## src/rtl/stopctl_pkg.sv

```systemverilog
package stopctl_pkg;

  typedef enum logic [1:0] {
    ST_RUN  = 2'b00,
    ST_STOP = 2'b01,
    ST_STAB = 2'b10
  } stop_state_e;

  localparam int STAB_EXP_MAX = 17;

  function automatic int stab_exp(input logic [2:0] code);
    case (code)
      3'd0:    stab_exp = 12;
      3'd1:    stab_exp = 14;
      3'd2:    stab_exp = 15;
      3'd3:    stab_exp = 16;
      default: stab_exp = STAB_EXP_MAX;
    endcase
  endfunction

endpackage

```

## src/rtl/stopctl_seq.sv

```systemverilog
module stopctl_seq
  import stopctl_pkg::*;
(
  input  logic        clk,
  input  logic        rst_n,
  input  logic        stop_req,
  input  logic        clk_sel_sub,
  input  logic        ext_clk_sel,
  input  logic        wake,
  input  logic        stab_last,
  output stop_state_e state,
  output logic        enter_stab,
  output logic        wake_done
);

  stop_state_e state_nx;
  logic        done_nx;
  logic        req_ok;

  assign req_ok = stop_req & ~clk_sel_sub & ~ext_clk_sel;

  always_comb begin
    state_nx   = state;
    done_nx    = 1'b0;
    enter_stab = 1'b0;
    case (state)
      ST_RUN: begin
        if (req_ok) begin
          if (wake) begin
            state_nx   = ST_STAB;
            enter_stab = 1'b1;
          end else begin
            state_nx = ST_STOP;
          end
        end
      end
      ST_STOP: begin
        if (wake) begin
          state_nx   = ST_STAB;
          enter_stab = 1'b1;
        end
      end
      ST_STAB: begin
        if (stab_last) begin
          state_nx = ST_RUN;
          done_nx  = 1'b1;
        end
      end
      default: state_nx = ST_RUN;
    endcase
  end

  always_ff @(posedge clk or negedge rst_n) begin
    if (!rst_n) begin
      state     <= ST_RUN;
      wake_done <= 1'b0;
    end else begin
      state     <= state_nx;
      wake_done <= done_nx;
    end
  end

endmodule

```

## src/rtl/stopctl_stab_timer.sv

```systemverilog
module stopctl_stab_timer
  import stopctl_pkg::*;
#(
  parameter int STAB_SCALE = 0,
  localparam int CNT_W = STAB_EXP_MAX - STAB_SCALE + 1
) (
  input  logic       clk,
  input  logic       rst_n,
  input  logic       load,
  input  logic [2:0] sel,
  input  logic       run,
  output logic       last
);

  logic [2:0]       sel_q;
  logic [CNT_W-1:0] cnt_q;
  logic [CNT_W-1:0] limit;
  logic             cnt_en;

  always_comb begin
    limit = (CNT_W'(1) << (stab_exp(sel_q) - STAB_SCALE)) - CNT_W'(1);
  end

  assign cnt_en = run;
  assign last   = run & (cnt_q == limit);

  always_ff @(posedge clk or negedge rst_n) begin
    if (!rst_n) begin
      sel_q <= 3'd0;
    end else if (load) begin
      sel_q <= sel;
    end
  end

  always_ff @(posedge clk or negedge rst_n) begin
    if (!rst_n) begin
      cnt_q <= '0;
    end else if (cnt_en) begin
      cnt_q <= cnt_q + CNT_W'(1);
    end else begin
      cnt_q <= '0;
    end
  end

endmodule

```

## src/rtl/stopctl_pad_guard.sv

```systemverilog
module stopctl_pad_guard #(
  parameter int AD_W  = 8,
  parameter int AHI_W = 8
) (
  input  logic             idle,
  input  logic [AD_W-1:0]  cpu_ad_out,
  input  logic             cpu_ad_oe,
  input  logic [AHI_W-1:0] cpu_ahi_out,
  input  logic             cpu_ahi_oe,
  input  logic             cpu_astb,
  input  logic             cpu_rd_n,
  input  logic             cpu_wr_n,
  input  logic             cpu_port_we,
  output logic [AD_W-1:0]  pad_ad_out,
  output logic             pad_ad_oe,
  output logic [AHI_W-1:0] pad_ahi_out,
  output logic             pad_ahi_oe,
  output logic             pad_astb,
  output logic             pad_rd_n,
  output logic             pad_wr_n,
  output logic             port_we
);

  always_comb begin
    pad_ad_out  = cpu_ad_out;
    pad_ahi_out = cpu_ahi_out;
    if (idle) begin
      pad_ad_oe  = 1'b0;
      pad_ahi_oe = 1'b0;
      pad_astb   = 1'b0;
      pad_rd_n   = 1'b1;
      pad_wr_n   = 1'b1;
      port_we    = 1'b0;
    end else begin
      pad_ad_oe  = cpu_ad_oe;
      pad_ahi_oe = cpu_ahi_oe;
      pad_astb   = cpu_astb;
      pad_rd_n   = cpu_rd_n;
      pad_wr_n   = cpu_wr_n;
      port_we    = cpu_port_we;
    end
  end

endmodule

```

## src/rtl/stopctl_top.sv

```systemverilog
module stopctl_top
  import stopctl_pkg::*;
#(
  parameter int IRQ_N      = 8,
  parameter int AD_W       = 8,
  parameter int AHI_W      = 8,
  parameter int STAB_SCALE = 0
) (
  input  logic             clk,
  input  logic             rst_n,
  input  logic             stop_req,
  input  logic             clk_sel_sub,
  input  logic             ext_clk_sel,
  input  logic [IRQ_N-1:0] irq_req,
  input  logic [IRQ_N-1:0] irq_mask,
  input  logic [2:0]       stab_sel,
  input  logic [AD_W-1:0]  cpu_ad_out,
  input  logic             cpu_ad_oe,
  input  logic [AHI_W-1:0] cpu_ahi_out,
  input  logic             cpu_ahi_oe,
  input  logic             cpu_astb,
  input  logic             cpu_rd_n,
  input  logic             cpu_wr_n,
  input  logic             cpu_port_we,
  output logic             main_osc_en,
  output logic             cpu_clk_en,
  output logic [AD_W-1:0]  pad_ad_out,
  output logic             pad_ad_oe,
  output logic [AHI_W-1:0] pad_ahi_out,
  output logic             pad_ahi_oe,
  output logic             pad_astb,
  output logic             pad_rd_n,
  output logic             pad_wr_n,
  output logic             port_we,
  output logic [1:0]       status,
  output logic             wake_done
);

  logic        rst_meta_n;
  logic        rst_sync_n;
  logic        wake;
  logic        enter_stab;
  logic        stab_last;
  stop_state_e state;

  always_ff @(posedge clk or negedge rst_n) begin
    if (!rst_n) begin
      rst_meta_n <= 1'b0;
      rst_sync_n <= 1'b0;
    end else begin
      rst_meta_n <= 1'b1;
      rst_sync_n <= rst_meta_n;
    end
  end

  assign wake = |(irq_req & ~irq_mask);

  stopctl_seq seq_i (
    .clk        (clk),
    .rst_n      (rst_sync_n),
    .stop_req   (stop_req),
    .clk_sel_sub(clk_sel_sub),
    .ext_clk_sel(ext_clk_sel),
    .wake       (wake),
    .stab_last  (stab_last),
    .state      (state),
    .enter_stab (enter_stab),
    .wake_done  (wake_done)
  );

  stopctl_stab_timer #(.STAB_SCALE(STAB_SCALE)) tmr_i (
    .clk  (clk),
    .rst_n(rst_sync_n),
    .load (enter_stab),
    .sel  (stab_sel),
    .run  (state == ST_STAB),
    .last (stab_last)
  );

  stopctl_pad_guard #(.AD_W(AD_W), .AHI_W(AHI_W)) pad_i (
    .idle       (state != ST_RUN),
    .cpu_ad_out (cpu_ad_out),
    .cpu_ad_oe  (cpu_ad_oe),
    .cpu_ahi_out(cpu_ahi_out),
    .cpu_ahi_oe (cpu_ahi_oe),
    .cpu_astb   (cpu_astb),
    .cpu_rd_n   (cpu_rd_n),
    .cpu_wr_n   (cpu_wr_n),
    .cpu_port_we(cpu_port_we),
    .pad_ad_out (pad_ad_out),
    .pad_ad_oe  (pad_ad_oe),
    .pad_ahi_out(pad_ahi_out),
    .pad_ahi_oe (pad_ahi_oe),
    .pad_astb   (pad_astb),
    .pad_rd_n   (pad_rd_n),
    .pad_wr_n   (pad_wr_n),
    .port_we    (port_we)
  );

  assign main_osc_en = (state != ST_STOP);
  assign cpu_clk_en  = (state == ST_RUN);
  assign status      = state;

endmodule

```

## config.mk

```make
export PLATFORM = sky130hd
export DESIGN_NAME = stopctl_top
export DESIGN_NICKNAME = d
export VERILOG_FILES = /design/src/rtl/stopctl_pkg.sv /design/src/rtl/stopctl_seq.sv /design/src/rtl/stopctl_stab_timer.sv /design/src/rtl/stopctl_pad_guard.sv /design/src/rtl/stopctl_top.sv
export SDC_FILE = /design/constraint.sdc
export NUM_CORES = 1
export LEC_CHECK = 0
export BUFFER_PORTS_ARGS = -buffer_cell sky130_fd_sc_hd__buf_2
export CAP_MARGIN = 15
export CORE_ASPECT_RATIO = 0.6
export CORE_MARGIN = 5
export CORE_UTILIZATION = 45
export CTS_CLUSTER_SIZE = 20
export DETAILED_ROUTE_END_ITERATION = 7
export GPL_ROUTABILITY_DRIVEN = 1
export GPL_TIMING_DRIVEN = 0
export PLACE_DENSITY = 0.79
export SLEW_MARGIN = 20
export SYNTH_ARGS = -nofsm -noshare
export SYNTH_HDL_FRONTEND = slang
export SYNTH_SLANG_ARGS = --single-unit
```

## constraint.sdc

```tcl
create_clock -name clk -period 1.5 [get_ports clk]
set_clock_uncertainty 0.2 [all_clocks]
set_input_delay 0.3 -clock clk [delete_from_list [all_inputs] [get_ports clk]]
set_output_delay 0.3 -clock clk [all_outputs]
set_load 0.01 [all_outputs]
```

==> results of run 1 <==
## cell usage after synthesis (2+ instances only)
library cell / number
dfrtp_1: 26
nor2_1: 17
buf_4: 16
xnor2_1: 8
inv_1: 7
nand2_1: 7
and2_1: 5
nand4_1: 5
nor4_1: 5
xor2_1: 5
nand3_1: 4
nor2b_1: 4
nor3_1: 4
or4_1: 4
a21oi_1: 3
mux2_2: 3
o21ai_0: 3
or3_1: 3
a22oi_1: 2
clkbuf_1: 2
nand2b_1: 2
o31ai_1: 2
## worst max-delay path: stages (launching register included)
cell and delay [ns]:
dfrtp_2 0.41, nand4_4 0.12, or3_4 0.42, or4_4 0.49
a21oi_2 0.12
## flip-flops by register name, indices dropped and copies added (netlist names)
register         flops
seq_i.state          2
tmr_i.cnt_q         18
rst_meta_n           1
tmr_i.sel_q          3
rst_sync_n           1
seq_i.wake_done      1
## layout make-up
cell class	instances	area [µm²]
inverter	7	26.3
tap	45	56.3
buffer	19	144
sequential	26	662
fill	217	800
multi-input combinational	102	876
clock buffer	4	55.1
timing repair buffer	87	584
## layer usage
metal,track usage (%),wire (µm)
met1,21.1,1870
met2,30.5,2070
met5,0,0
met3,5.26,227
met4,5.88,38
## worst min-delay path by stage
| stage | start | to | slack, ns |
|---|---|---|---|
| after floorplan | rst_n | rst_meta_n | -0.20 |
| after global placement | rst_n | rst_meta_n | -0.11 |
| after detailed placement | rst_n | rst_meta_n | -0.11 |
| after CTS | stab_sel[0] | tmr_i.sel_q[0] | 0.04 |
| after global routing | stab_sel[0] | tmr_i.sel_q[0] | 0.04 |
| final | rst_sync_n | tmr_i.cnt_q[11] | 0.01 |
## cells by family after synthesis
group	count (synthesis)	share of synthesized area, %
mux	3	2.29
fa+ha+maj	1	0.849
other cells	1	0.254
flops	26	44.1
xor+xnor	13	7.73
simple gates	68	26.7
buf+inv	27	11.0
compound gates	16	7.05
## where the power goes
group	leakage (nW)	switching (mW)	internal, mW	total [mW]
logic	0.838	0.388	0.552	0.940
registers	0.331	0.162	0.819	0.981
clock network	0.0288	0.226	0.235	0.461
total	1.20	0.776	1.61	2.38
## what timing repair did
action / CTS / global route
resized for setup: 28 / 30
cloned: 0 / 0
endpoints found under the hold margin: 2 / 0
pin swaps: 16 / 19
endpoints found under the setup margin: 27 / 29
hold buffers: 1 / 0
setup buffers: 19 / 13
==> results_dict.tcl, run 1 <==
set metrics [dict create \
    maxCapViolCount 0 \
    worstPathArrival_ns 1.84 \
    seq_area_frac_synth_pct 44.1 \
    drt-total-wl_um 4200 \
    start_util_pct 46.0 \
    hold_viol 0 \
    grt_pass1_wl_um 6230 \
    yosysUniqueCellTypes 40 \
    ys_seq_elements 26 \
    final_cell_mix "buf_2 (52), buf_4 (41), dfrtp_1 (17)" \
    clock-root-buffer "clkbuf_8" \
    startpoint "tmr_i.cnt_q[6]" \
    hold_path.class "flip-flop to asynchronous set/reset pin" \
    whs_ns 0.0109 \
    htree_levels 1 \
    antenna_found_initial 0 \
    gp_congestion 0.778 \
    coreArea_um2 3200 \
    crit_required_ns 1.51 \
    async_flop_share_pct 100 \
    setup_tns_ns -4.45 \
    synthToLayoutAreaGrowth_pct 63.1 \
    timing.final.ws_setup_ns -0.322 \
    min_period_ns 1.82 \
    rr_endpoint "tmr_i.cnt_q[17]" \
    avgSynthCellArea_um2 9.51 \
    grt_start_max_net_pins 25 \
    path_class "flip-flop to flip-flop" \
    via_per_inst 4.94 \
    die_w_um 83.9 \
    critPathLaunchType "flip-flop" \
    pin_count 73 \
    route.detailed.drc 0 \
    cts_sinks 26 \
    finalCritPeriodShare_pct 121 \
    final_util_pct 75.0 \
    clk_pin_slew_ns 0.09 \
    status "finished with violations" \
    violations "negative setup slack" \
    synth-edff-count 0 \
    fp-row-count 16 \
    tightestPinTransition_ns 0.511 \
    synth_nets 202 \
    cellPowerDensity_nw_per_um2 991 \
    ff2ff_path_depth 4 \
    r2r_start "tmr_i.cnt_q[6]" \
    wl_per_cell_um 14.5 \
    reg2reg_slack_ns -0.32 \
    dp_slack_ns -0.546 \
    die_area_um2 4560 \
    yosys.area.top_type "dfrtp_1" \
    hpwl_um 2660 \
    fmax_ghz 0.549 \
    worst_setup_path_end_kind "flip-flop" \
    finalPower_mw 2.38 \
    dr.pass1.iters 4 \
    cp_max_fo 4 \
    endpoint "tmr_i.cnt_q[17]" \
    rsz0062_at_grt "true" \
    syn_area_um2 1470 \
    leakagePower_nw 1.20 \
    yosysTopAreaCellShare_pct 44.1 \
    instances_no_fill 290 \
    placed_area_um2 1850 \
    final_common_cell "buf_2" \
    fin_area_um2 2400 \
    ir_worst_vdd_uv 857 \
    fin_nets 293 \
    synth_area_leaders "dfrtp_1 (44%), buf_4 (8.1%), xnor2_1 (4.8%), nor2_1 (4.3%), xor2_1 (3.0%)" \
    ant_nets 0 \
    insertion_delay_ns 0.28 \
    tritoncts "built" \
    die_h_um 54.3 \
    synthCells 155 \
    placedCellCount 256 \
    drive_gt1_share_pct 60.4 \
    num_vias 1433 \
    num_antenna_cells 0 \
    max-slew-margin-rel_pct 66.0 \
    cts.path.max_buffers 2 \
    setup_viol 24 \
    grt_pass1_vias 1369 \
    drtIter0Drc 57 \
    gr-total-overflow 0 \
    maxSlewViolCount 0 \
    synthFlopType "dfrtp_1" \
    synth_warnings 0 \
    port_buffers 56 \
    numCtsBuffers 3 \
    grtUsageTotal_pct 17.4 \
]
No activity file was read; power rests on OpenSTA's default activity.
==> run 2: changes to the inputs <==
Settings changed: PLACE_DENSITY 0.79 to 0.76.
==> run 2 against run 1 <==
Against the previous run:
- the flow still finishes with violations (negative setup slack)
- combinational power down 3.5%
- largest power group unchanged
- maximum frequency down 0.23%
- utilization down 0.078 points
- routed wire length up 3.3%
- via count up 3.1%
- largest cell class unchanged
- global-route usage up 0.46 points
- register-to-register slack about the same
- critical path type unchanged
==> results_dict.tcl, run 2 (synthesis results as in run 1) <==
set metrics [dict create \
    ff2ff_path_depth 5 \
    reg2reg_slack_ns -0.33 \
    ant_nets 0 \
    cellPowerDensity_nw_per_um2 950 \
    gr-total-overflow 0 \
    finalPower_mw 2.28 \
    drt-total-wl_um 4340 \
    status "finished with violations" \
    timing.final.ws_setup_ns -0.326 \
    rsz0062_at_grt "true" \
    coreArea_um2 3200 \
    largest_register "tmr_i.cnt_q" \
    crit_required_ns 1.49 \
    fin_nets 291 \
    fill_cells 225 \
    dr.pass1.iters 4 \
    whs_ns 0.0427 \
    p_comb_share_pct 39.8 \
    tightestPinTransition_ns 0.514 \
    cts.path.max_buffers 2 \
    die_h_um 54.3 \
    grt_pass1_wl_um 6310 \
    via_per_inst 5.13 \
    dp_slack_ns -0.526 \
    ir_worst_vdd_uv 531 \
    top_regs "tmr_i.cnt_q: 18 flops, tmr_i.sel_q: 3 flops, seq_i.state: 2 flops" \
    num_antenna_cells 0 \
    hold_viol 0 \
    drtIter0Drc 91 \
    synthToLayoutAreaGrowth_pct 62.9 \
    p_sw_share_pct 33.5 \
    worst_setup_path_end_kind "flip-flop" \
    die_w_um 83.9 \
    worstPathArrival_ns 1.82 \
    max-slew-margin-rel_pct 65.7 \
    r2r_start "tmr_i.cnt_q[3]" \
    wl_per_cell_um 15.1 \
    final_cell_mix "buf_2 (53), buf_4 (37), dfrtp_1 (18)" \
    fp-row-count 16 \
    drive_gt1_share_pct 60.5 \
    grtUsageTotal_pct 17.9 \
    path_class "flip-flop to flip-flop" \
    final_common_cell "buf_2" \
    hold_path.class "flip-flop to asynchronous set/reset pin" \
    setup_tns_ns -3.63 \
    antenna_found_initial 0 \
    switchingPower_mw 0.765 \
    power_frac_seq_pct 42.5 \
    clock-root-buffer "clkbuf_8" \
    htree_levels 1 \
    start_util_pct 46.0 \
    critPathLaunchType "flip-flop" \
    gp_congestion 0.762 \
    maxSlewViolCount 0 \
    setup_viol 23 \
    hpwl_um 2630 \
    grt_start_max_net_pins 25 \
    min_period_ns 1.83 \
    cp_max_fo 4 \
    tritoncts "built" \
    maxCapViolCount 0 \
    cts_sinks 26 \
    fmax_ghz 0.548 \
    insertion_delay_ns 0.27 \
    leakagePower_nw 1.21 \
    clock_power_share_pct 17.8 \
    violations "negative setup slack" \
    largest_reg_flops 18 \
    num_vias 1478 \
    finalCritPeriodShare_pct 122 \
    rr_endpoint "tmr_i.cnt_q[15]" \
    route.detailed.drc 0 \
    grt_pass1_vias 1343 \
    clk_pin_slew_ns 0.09 \
    pin_count 73 \
    port_buffers 56 \
    numCtsBuffers 3 \
    die_area_um2 4560 \
    internal_power_mw 1.52 \
]
==> run 2: cell count changes in the layout (fill, tap and decap cells not counted), sizes merged <==
cell	before	now
buf	104	101
clkbuf	5	6
==> run 2: area by class of cell <==
type                    count  area, µm²  area share [%]
flip-flops and latches     26        661            27.5
repair buffers             85        552            23.0
well taps                  45       56.3            2.34
multi-input cells         102        926            38.6
plain buffers              19        135            5.63
inverters                   7       26.3            1.09
clock buffers               4       45.0            1.88
==> run 2: power by group through the flow <==
| stage | clock network, mW | registers, mW | logic, mW |
|---|---|---|---|
| CTS | 0.413 | 0.967 | 0.741 |
| global route | 0.441 | 0.991 | 0.989 |
| finish | 0.405 | 0.970 | 0.907 |
| floorplan | 0 | 0.940 | 0.400 |
| global placement | 0 | 0.969 | 0.553 |
| detailed placement | 0 | 0.972 | 0.566 |
==> run 2: how the worst max path moves through the flow <==
stage / start / depth (start not counted) / slack [ns] / end
finish: tmr_i.cnt_q[3] / 5 / -0.33 / tmr_i.cnt_q[15]
global route: tmr_i.cnt_q[3] / 5 / -0.37 / tmr_i.cnt_q[15]
CTS: tmr_i.cnt_q[0] / 6 / -0.23 / tmr_i.cnt_q[12]
detailed placement: tmr_i.cnt_q[5] / 5 / -0.53 / tmr_i.cnt_q[17]
global placement: tmr_i.cnt_q[5] / 5 / -0.50 / tmr_i.cnt_q[17]
floorplan: tmr_i.cnt_q[6] / 5 / -0.41 / tmr_i.cnt_q[17]
==> run 2: stage by stage <==
step	instances	cell area [µm²]	util, %
final	288	2400	75.0
after global routing	288	2400	75.0
after CTS	281	2180	68.0
after detailed placement	256	1850	57.8
after global placement	256	1850	57.8
after floorplan	155	1510	-
==> run 2: repair_timing <==
item                                   in CTS  in global routing
hold buffers                                1                  0
buffers inserted                           21                 10
setup endpoints to repair                  27                 27
pin swaps                                  22                 26
gates resized for setup                    26                 34
endpoints found under the hold margin       2                  0
==> run 2: critical path, cell delays in order (launching register included) <==
cell and delay (ns):
dfrtp_1 0.40, buf_6 0.12, nand3_4 0.05, or3_4 0.41
or4_1 0.40, a21oi_1 0.16
==> run 2: per-layer routing <==
layer  share of wire, %  track usage (%)  up-vias
li1                   -                -      695
met3                6.6             5.56        4
met1                 42             22.7      726
met4               0.28             3.48        0
met2                 51             31.0       53
met5                  0                0        -
==> run 3: changes to the inputs <==
Settings changed: CORE_ASPECT_RATIO 0.6 to unset, HOLD_SLACK_MARGIN set to 0.03.
==> run 3 against run 2 <==
Against the previous run:
- the flow still finishes with violations (negative setup slack)
- hold slack improved by 0.065 ns
- first-iteration DRC count fell by 26%
- utilization rose by 4.6 points
- global-route usage rose by 2.4 points
- maximum frequency rose by 0.93%
- critical endpoint is now seq_i.state[1]
==> results_dict.tcl, run 3 (synthesis results as in run 1) <==
set metrics [dict create \
    cellPowerDensity_nw_per_um2 921 \
    min_period_ns 1.81 \
    placed_area_um2 1850 \
    internal_power_mw 1.47 \
    critical_path.top_delay_family "simple AND/OR/NAND/NOR gates" \
    crit_chain "or4_1, o22ai_1, o211ai_1, a21o_1" \
    status "finished with violations" \
    timing.final.ws_setup_ns -0.309 \
    crit_required_ns 1.53 \
    top_regs "tmr_i.cnt_q: 18 flops, tmr_i.sel_q: 3 flops, seq_i.state: 2 flops" \
    via_per_inst 5.13 \
    critPathBufInv 0 \
    dp_slack_ns -0.520 \
    violations "negative setup slack" \
    fin_area_um2 2470 \
    worst_setup_path_end_kind "flip-flop" \
    ir_worst_vdd_uv 702 \
    die_w_um 67.2 \
    worstPathArrival_ns 1.84 \
    max-slew-margin-rel_pct 35.8 \
    port_buffers 56 \
    htree_levels 1 \
    grtUsageTotal_pct 20.3 \
    start_util_pct 47.5 \
    clk_pin_slew_ns 0.14 \
    ant_nets 0 \
    final_cell_mix "buf_4 (54), buf_2 (51), dfrtp_1 (22)" \
    tritoncts "built" \
    hold_viol 0 \
    cp_max_fo 5 \
    switchingPower_mw 0.803 \
    die_h_um 67.2 \
    hpwl_um 2650 \
    final_util_pct 79.6 \
    p_sw_share_pct 35.3 \
    critPathLaunchType "flip-flop" \
    cts.path.max_buffers 2 \
    path_class "flip-flop to flip-flop" \
    largest_register "tmr_i.cnt_q" \
    fp-row-count 20 \
    tightestPinTransition_ns 0.963 \
    grt_start_max_net_pins 25 \
    setup_viol 27 \
    coreArea_um2 3100 \
    reg2reg_slack_ns -0.31 \
    dr.pass1.iters 4 \
    rsz0062_at_grt "true" \
    instances_no_fill 304 \
    wl_per_cell_um 15.8 \
    fmax_ghz 0.553 \
    drive_gt1_share_pct 61.9 \
    max_stage_delay_ns 0.54 \
    clock_power_share_pct 14.2 \
    fill_cells 212 \
    clock-root-buffer "clkbuf_4" \
    finalCritPeriodShare_pct 121 \
    finalPower_mw 2.28 \
    maxSlewViolCount 0 \
    largest_reg_flops 18 \
    crit_path_top_delay_cell "or4_1" \
    grt_pass1_wl_um 7000 \
    power_frac_seq_pct 42.0 \
    antenna_found_initial 0 \
    synthToLayoutAreaGrowth_pct 67.6 \
    cts_sinks 26 \
    gr-total-overflow 0 \
    grt_pass1_vias 1628 \
    final_common_cell "buf_4" \
    placedCellCount 255 \
    insertion_delay_ns 0.33 \
    drtIter0Drc 67 \
    p_comb_share_pct 43.8 \
    fin_nets 308 \
    maxCapViolCount 0 \
    num_vias 1561 \
    numCtsBuffers 3 \
    hold_path.class "input port to asynchronous set/reset pin" \
    leakagePower_nw 1.24 \
    gp_congestion 0.764 \
    drt-total-wl_um 4800 \
    num_antenna_cells 0 \
    route.detailed.drc 0 \
    die_area_um2 4520 \
    pin_count 73 \
]
-- run 3: layout make-up --
type	instances	area (µm²)	area share (%)
multi-input combinational	102	877	35.5
buffer	18	136	5.52
clock buffer	4	26.3	1.06
sequential	26	656	26.5
tap	44	55.1	2.23
timing repair buffer	103	693	28.1
inverter	7	26.3	1.06
-- run 3: power groups by stage --
| stage | Combinational, mW | Sequential [mW] | Clock (mW) |
|---|---|---|---|
| floorplan | 0.400 | 0.940 | 0 |
| global placement | 0.560 | 0.965 | 0 |
| detailed placement | 0.576 | 0.979 | 0 |
| CTS | 0.892 | 0.940 | 0.324 |
| global route | 1.07 | 0.971 | 0.352 |
| finish | 0.997 | 0.956 | 0.322 |
-- run 3: path summary, 6_finish.rpt --
| path | from | endpoint | cells past startpoint |
|---|---|---|---|
| worst min register to register | rst_meta_n | rst_sync_n | 0 |
| worst min-delay path | rst_n | rst_meta_n | 2 |
| worst max register to register | tmr_i.sel_q[1] | seq_i.state[1] | 4 |
| max in group asynchronous | rst_sync_n | seq_i.state[1] | 0 |
| worst max-delay path | tmr_i.sel_q[1] | seq_i.state[1] | 4 |
| min in group clk | irq_req[7] | seq_i.state[0] | 3 |
-- run 3: timing repair --
| action | 4_1_cts | 5_1_grt |
|---|---|---|
| endpoints found under the hold margin | 5 | 0 |
| buffers inserted | 35 | 9 |
| gates resized for setup | 31 | 23 |
| endpoints found under the setup margin | 28 | 28 |
| pin swaps | 24 | 13 |
| hold buffers | 4 | 0 |
-- run 3: metal layers --
layer | wire (µm) | GRT usage (%) | vias up
li1 | - | - | 731
met1 | 1670 | 21.2 | 728
met2 | 2640 | 39.1 | 92
met3 | 416 | 5.66 | 10
met4 | 70 | 5.57 | 0
met5 | 0 | 0 | -
-- run 3: stage by stage --
step / TNS (ns) / hold slack [ns]
after CTS: -3.88 / 0.0517
after detailed placement: -4.19 / -0.110
after global routing: -6.30 / 0.108
final: -4.78 / 0.108
after floorplan: -1.13 / -0.196
after global placement: -3.80 / -0.115
